## src/rtl/shb_pkg.sv

```systemverilog
package shb_pkg;

    typedef enum logic [1:0] {
        ST_IDLE = 2'd0,
        ST_SEND = 2'd1,
        ST_RECV = 2'd2,
        ST_DONE = 2'd3
    } shb_state_e;

endpackage

```

## src/rtl/shb_store.sv

```systemverilog
module shb_store #(
    parameter int DW    = 32,
    parameter int DEPTH = 2,
    parameter int CW    = $clog2(DEPTH + 1)
) (
    input  logic          clk,
    input  logic          rst_n,
    input  logic          clear,
    input  logic          enq,
    input  logic          deq,
    input  logic [DW-1:0] din,
    output logic [DW-1:0] head,
    output logic [CW-1:0] occ
);

    logic [DW-1:0] slot_q [DEPTH];
    logic [CW-1:0] occ_q;
    logic [CW-1:0] widx;

    // position the new word lands in after an optional shift
    assign widx = occ_q - CW'(deq);

    generate
        for (genvar i = 0; i < DEPTH; i++) begin : g_slot
            logic [DW-1:0] shifted;
            if (i == DEPTH - 1) begin : g_last
                assign shifted = slot_q[i];
            end else begin : g_mid
                assign shifted = deq ? slot_q[i+1] : slot_q[i];
            end
            always_ff @(posedge clk) begin
                if (!rst_n) begin
                    slot_q[i] <= '0;
                end else if (enq && (widx == CW'(i))) begin
                    slot_q[i] <= din;
                end else begin
                    slot_q[i] <= shifted;
                end
            end
        end
    endgenerate

    always_ff @(posedge clk) begin
        if (!rst_n || clear) begin
            occ_q <= '0;
        end else begin
            occ_q <= occ_q + CW'(enq) - CW'(deq);
        end
    end

    assign head = slot_q[0];
    assign occ  = occ_q;

    assert_no_overflow_R3: assert property (@(posedge clk) disable iff (!rst_n)
        enq |-> (occ_q < CW'(DEPTH)));

    assert_no_underflow_R4: assert property (@(posedge clk) disable iff (!rst_n)
        deq |-> (occ_q != '0));

endmodule

```

## src/rtl/shb_ctrl.sv

```systemverilog
module shb_ctrl
    import shb_pkg::*;
#(
    parameter int DEPTH = 2,
    parameter int CW    = $clog2(DEPTH + 1)
) (
    input  logic          clk,
    input  logic          rst_n,
    input  logic          txn_active,
    input  logic          dir_drive,
    input  logic          peer_rdy,
    input  logic          fifo_empty,
    input  logic [CW-1:0] occ,
    output logic          pop,
    output logic          accept,
    output logic          local_rdy,
    output logic          clear,
    output logic          rewind_valid,
    output logic [CW-1:0] rewind_count
);

    shb_state_e    state_q, state_d;
    logic [CW-1:0] rew_q;

    // state register
    always_ff @(posedge clk) begin
        if (!rst_n) begin
            state_q <= ST_IDLE;
        end else begin
            state_q <= state_d;
        end
    end

    // rewind amount captured on the terminate transition
    always_ff @(posedge clk) begin
        if (!rst_n) begin
            rew_q <= '0;
        end else if (state_q == ST_SEND && !txn_active) begin
            rew_q <= occ;
        end else if (state_q == ST_RECV && !txn_active) begin
            rew_q <= '0;
        end
    end

    // next state
    always_comb begin
        state_d = state_q;
        unique case (state_q)
            ST_IDLE: if (txn_active) state_d = dir_drive ? ST_SEND : ST_RECV;
            ST_SEND: if (!txn_active) state_d = ST_DONE;
            ST_RECV: if (!txn_active) state_d = ST_DONE;
            ST_DONE: state_d = ST_IDLE;
            default: state_d = ST_IDLE;
        endcase
    end

    // outputs
    always_comb begin
        pop          = 1'b0;
        accept       = 1'b0;
        local_rdy    = 1'b0;
        clear        = 1'b0;
        rewind_valid = 1'b0;
        unique case (state_q)
            ST_SEND: begin
                local_rdy = (occ != '0);
                accept    = local_rdy && peer_rdy && txn_active;
                pop       = txn_active && !fifo_empty && (occ < CW'(DEPTH));
                clear     = !txn_active;
            end
            ST_DONE: rewind_valid = 1'b1;
            default: ;
        endcase
    end

    assign rewind_count = rew_q;

    assert_recv_silent_R2: assert property (@(posedge clk) disable iff (!rst_n)
        (state_q == ST_RECV) |-> (!pop && !local_rdy));

    assert_pop_has_data_R3: assert property (@(posedge clk) disable iff (!rst_n)
        pop |-> !fifo_empty);

    assert_pulse_single_R7: assert property (@(posedge clk) disable iff (!rst_n)
        rewind_valid |=> !rewind_valid);

    assert_rewind_range_R7: assert property (@(posedge clk) disable iff (!rst_n)
        rewind_valid |-> (rewind_count <= CW'(DEPTH)));

    assert_empty_after_rewind_R8: assert property (@(posedge clk) disable iff (!rst_n)
        rewind_valid |-> (occ == '0));

endmodule

```

## src/rtl/shb_buffer.sv

```systemverilog
module shb_buffer #(
    parameter int DW    = 32,
    parameter int DEPTH = 2,
    parameter int CW    = $clog2(DEPTH + 1)
) (
    input  logic          clk,
    input  logic          rst_n,
    input  logic          txn_active,
    input  logic          dir_drive,
    input  logic          peer_rdy,
    output logic          local_rdy,
    output logic [DW-1:0] bus_data,
    input  logic [DW-1:0] fifo_data,
    input  logic          fifo_empty,
    output logic          fifo_pop,
    output logic          rewind_valid,
    output logic [CW-1:0] rewind_count
);

    logic          pop;
    logic          accept;
    logic          clear;
    logic [CW-1:0] occ;

    shb_ctrl #(.DEPTH(DEPTH), .CW(CW)) u_ctrl (
        .clk          (clk),
        .rst_n        (rst_n),
        .txn_active   (txn_active),
        .dir_drive    (dir_drive),
        .peer_rdy     (peer_rdy),
        .fifo_empty   (fifo_empty),
        .occ          (occ),
        .pop          (pop),
        .accept       (accept),
        .local_rdy    (local_rdy),
        .clear        (clear),
        .rewind_valid (rewind_valid),
        .rewind_count (rewind_count)
    );

    shb_store #(.DW(DW), .DEPTH(DEPTH), .CW(CW)) u_store (
        .clk   (clk),
        .rst_n (rst_n),
        .clear (clear),
        .enq   (pop),
        .deq   (accept),
        .din   (fifo_data),
        .head  (bus_data),
        .occ   (occ)
    );

    assign fifo_pop = pop;

    assert_hold_on_wait_R5: assert property (@(posedge clk) disable iff (!rst_n)
        (local_rdy && txn_active && !peer_rdy) |=> (local_rdy && $stable(bus_data)));

endmodule

```

## config.mk

```make
export PLATFORM = sky130hd
export DESIGN_NAME = shb_buffer
export DESIGN_NICKNAME = d
export VERILOG_FILES = /design/src/rtl/shb_pkg.sv /design/src/rtl/shb_store.sv /design/src/rtl/shb_ctrl.sv /design/src/rtl/shb_buffer.sv
export SDC_FILE = /design/constraint.sdc
export NUM_CORES = 1
export LEC_CHECK = 0
export BUFFER_PORTS_ARGS = -buffer_cell sky130_fd_sc_hd__buf_2
export CAP_MARGIN = 20
export CORE_AREA = 2 2 102 104
export CTS_CLUSTER_SIZE = 12
export DETAILED_ROUTE_END_ITERATION = 10
export DIE_AREA = 0 0 104 106
export GPL_ROUTABILITY_DRIVEN = 0
export GPL_TIMING_DRIVEN = 1
export HOLD_SLACK_MARGIN = 0.02
export PLACE_DENSITY_LB_ADDON = 0.1
export SLEW_MARGIN = 10
export SYNTH_ARGS = -nofsm -noshare
export SYNTH_HDL_FRONTEND = slang
export SYNTH_HIERARCHICAL = 1
export SYNTH_SLANG_ARGS = --single-unit
export TNS_END_PERCENT = 100
```

## constraint.sdc

```tcl
create_clock -name clk -period 4.5 [get_ports clk]
set_input_delay 0.675 -clock clk [delete_from_list [all_inputs] [get_ports clk]]
set_output_delay 0.675 -clock clk [all_outputs]
set_load 0.05 [all_outputs]
```

Word-level counts from Yosys, hierarchy flattened --
Memory sizes are Yosys's and may differ from the RTL's. Cells that the tools add are included.
Storage, ports and cells: register bits after elaboration 6, memory bits (writable) 64, input bits 38, output and inout port bits 37, logic and storage cells 65, memories kept 1
Cells by class: add/subtract/negate cells 3, order comparisons 1, eq/ne operators 6, multiplexer cells 29, bitwise gates (word level) 4, reductions and logical operators 18
Memory list:
- u_store.slot_q | depth 2, width 32, read ports 2, clocked after memory_dff 0, wr ports 2, line shb_store.sv:16 | logic [DW-1:0] slot_q [DEPTH];
Operators by type and width (count):
- 2-to-1 mux 32 bit | 5
- 2-to-1 mux 1 bit | 18
- 2-to-1 mux 2 bit | 5
- logical AND 1 bit | 8
- case mux 2 bit (3 select lines) | 1
- == test 2 x 1 -> 1 bit (second input constant) | 2
- == test 2 bit (second input constant) | 2
- logical NOT 2 bit | 2
- != test 2 bit (second input constant) | 2
- bitwise OR 1 bit | 4
- nonzero test 2 bit | 2
- subtractor 2 x 1 -> 2 bit | 2
- logical NOT 1 bit | 3
- adder 2 x 1 -> 2 bit | 1
- less-than comparator 2 bit (second input constant) | 1
- AND reduction 2 bit | 1
- OR reduction 2 bit | 1
- logical OR 1 bit | 1

Logic depth before layout (Yosys ltp) --
word-level depth 12, mapped depth 10

By module --
Netlist, hierarchy kept.
Modules (own cells, without submodules):
- shb_store | times used 1, cells an instance 218, area each 2840.2 sq um, seq. area each 1961.9 sq um
- shb_ctrl | times used 1, cells an instance 31, area each 287.8 sq um, seq. area each 80.1 sq um

Worst setup path before layout --
Ideal clock, no wire load.
path kind input to register, start input txn_active, end memory u_store.slot_q[1][0] (enable), data arrival time 4.520 ns, slack -0.490 ns, stages 4, cells stage by stage nand2_1 > nor3_1 > inv_1 > o31ai_1
RTL lines:
- start, declared | line shb_buffer.sv:8 | input logic txn_active,
- end, declared | line shb_store.sv:16

==> metrics.md <==
| Metric | Value |
|---|---|
| Hold crit path type | `reg -> reg` |
| First-pass DRT Iterations | `4` |
| RR Startpoint | `u_ctrl/state_q[1]` |
| Max-cap viol count | `0` |
| Clock slew at reported path FFs | `70 ps` |
| Gr ovfl total | `0` |
| Core area | `10000 sq um` |
| Row count | `37` |
| First-pass GRT wire length | `between 9000 and 10000 um` |
| Postcts setup bufs | `0` |
| Hold EP | `u_ctrl/state_q[1]` |
| DP HPWL | `3650 um` |
| Sequential area share after synthesis | `65.3%` |
| Finish-stage setup viols | `0` |
| Endpoint type of the worst setup path | `register` |
| Peak supply drop | `between 0.15 and 0.2 mV` |
| Mapped Cells | `249` |
| Pwr dens | `467 nW/um^2` |
| Final #Nets | `373` |
| Tmin final | `2710 ps` |
| Fillers | `1036` |
| CTS buffer count | `9` |
| Top post-synthesis cells by area | `edfxtp_1 61%, mux2i_1 10%, nand2_1 7.9%, inv_1 4.6%, dfxtp_1 3.8%` |
| Clock share of power | `36.3%` |
| Area of the multi-input gates | `882 sq um` |
| Max-slew headroom | `37.5%` |
| Max-slew violation count | `0` |
| Comb pwr share | `19.3%` |
| Vias in the first global route | `1939` |
| Initial Utilization | `~31%` |
| Post-synth top area cell | `edfxtp_1` |
| Reg power frac | `between 40 and 50%` |
| Ratio of cells with drive above 1 in the final layout | `29.0%` |
| Final ANT Viol Nets | `0` |
| CTS Buffer Depth | `2` |
| Reg2Reg Setup Slack | `roughly 1800 ps` |
| CTS tree | `done` |
| Number of antenna diodes | `0` |
| CTS H-tree depth | `3` |
| Period Utilization, post-route | `60.3%` |
| Register bit total from synthesis | `70` |
| IO Pins | `75` |
| CTS Hold Buffers Added | `0` |
| Sequential Area | `2040 sq um` |
| Routed WL | `5910 um` |
| Vert. Die Dim | `~110 um` |
| Clk_skew | `10.5 ps` |
| Via density | `4.16` |
| Syn_nets | `296` |
| Worst path arrival time | `2670 ps` |
| Sw Ratio | `28.0%` |
| Pwr Total | `1.82 mW` |
| Fmax | `0.368 GHz` |
| Area growth, synth to finish | `24.4%` |
| Port bufs | `74` |
| Worst Path Required | `~4500 ps` |
| TNS Setup | `0 ps` |
| Largest net degree at the start of global routing | `about 70` |
| Setup ws final | `1790 ps` |
| Initial DRC Count | `44` |
| Clock sinks | `70` |
| Min Hold Slack | `531 ps` |
| Post-route DRC | `0` |
| Worst-Skew Late Latency | `340 ps` |
| RSZ-0062 raised after global routing | `no` |
| Synthesis warning total | `6` |
| Gr usage total | `11.1%` |
| Psw | `0.509 mW` |
| Die X | `104 um` |
| Worst Path Max Fanout | `32` |
| Worst flop-to-flop path endpoint | `u_store/slot_q[0][30]` |
| Int Power | `1.31 mW` |
| Crit path kind | `reg -> reg` |
| Post-cts sizing count | `0` |
| Yosys top cell area share | `between 60% and 70%` |
| Clock root buffer | `clkbuf_8` |
| Routed WL per cell | `12.7 um` |
| Mapped Area | `3130 sq um` |
| P_leak | `1.79 nW` |
| Worst Setup Start Kind | `register` |
| Most common cell after layout, fill and taps aside | `buf_2` |
| FF-to-FF path depth | `6` |
| Most frequent cells in the layout | `74 x buf_2, 66 x nand2_1, 64 x edfxtp_1` |
| Status | `finished clean` |
| Die footprint | `~11000 sq um` |
| Slew of the pin with the lowest slew margin | `~940 ps` |
| Startpoint of the worst hold path | `u_ctrl/state_q[1]` |
| Hold Vio Cnt, Final | `0` |
| Via count | `1943` |
| DP Worst Slack | `1690 ps` |
| Hold path cells | `2` |
| Synth Area per Inst | `12.6 sq um` |
| Distinct cells, synth | `27` |
| Antenna violations before repair | `0` |
==> worst max-delay path, cell delays in order, from the launching register on <==
cell	delay [ps]
dfxtp_1	390
inv_1	110
ha_1	230
o2111a_1	190
ha_1	330
and3b_2	230
or3b_2	810
==> routing by layer <==
metal / wire length [um] / global-route usage [%]
met5: 0 / 0
met4: 144 / 6.66
met3: 312 / 2.82
met2: 2610 / 16.7
met1: 2840 / 14.3
==> cells in the mapped netlist, drive strengths merged <==
cell type / n
o31ai: 1
mux2i: 33
o21a: 1
or3b: 1
xnor3: 1
edfxtp: 64
o211ai: 1
buf: 8
xor2: 1
o2111a: 1
dfxtp: 6
nand2: 66
nor2: 3
a311oi: 1
a21oi: 1
a22oi: 2
inv: 38
and2b: 1
and3b: 2
nor3: 1
o21bai: 1
nor3b: 1
nand2b: 2
clkbuf: 3
ha: 9
==> sequential cells by signal (all words and copies together), names as in the netlist <==
| signal | count |
|---|---|
| u_ctrl/state_q | 2 |
| u_store/slot_q | 64 |
| u_store/occ | 2 |
| u_ctrl/rewind_count | 2 |
==> through the flow <==
stage	instances	util, %	instance area (sq um)
finish	467	38.9	3890
global placement	451	36.3	3630
CTS	467	38.9	3890
floorplan	249	-	3130
detailed placement	451	36.3	3630
global route	467	38.9	3890
==> power by group through the flow <==
stage | Sequential (mW) | Combinational (mW) | Clock [mW]
after floorplan | 0.941 | 0.152 | 0
after global placement | 0.820 | 0.357 | 0
after detailed placement | 0.821 | 0.356 | 0
after CTS | 0.806 | 0.357 | 0.681
after global routing | 0.812 | 0.383 | 0.703
final | 0.805 | 0.351 | 0.660
==> cells by family (layout without fill, tap and decap cells) <==
| kind of cell | after synthesis | count (layout) | synth area share [%] |
|---|---|---|---|
| AND/OR/NAND/NOR | 77 | 77 | 10.2 |
| buffers and inverters | 49 | 131 | 7.00 |
| flip-flops | 70 | 70 | 65.3 |
| adder cells (fa/ha/maj) | 9 | 9 | 3.60 |
| multiplexers | 33 | 33 | 10.7 |
| XOR/XNOR | 2 | 2 | 1.00 |
| AO/OA/AOI/OAI | 9 | 9 | 2.24 |
==> how the worst max path moves through the flow <==
stage,from,endpoint,cells after the start,slack [ps]
floorplan,txn_active,u_store/slot_q[1][0],4,450
global placement,txn_active,u_store/slot_q[0][6],5,1720
detailed placement,txn_active,u_store/slot_q[0][0],5,1690
CTS,u_ctrl/state_q[1],u_store/slot_q[0][0],6,1770
global route,u_ctrl/state_q[1],u_store/slot_q[0][30],6,1660
finish,u_ctrl/state_q[1],u_store/slot_q[0][30],6,1790
==> cell type report <==
class | instances | area share [%]
Clock inverter | 6 | 3.41
Inverter | 38 | 3.67
Clock buffer | 10 | 3.28
Timing Repair Buffer | 77 | 10.1
Sequential cell | 70 | 52.5
Tap cell | 136 | 4.37
Multi-Input combinational cell | 130 | 22.7
No activity file was read; power rests on OpenSTA's default activity.
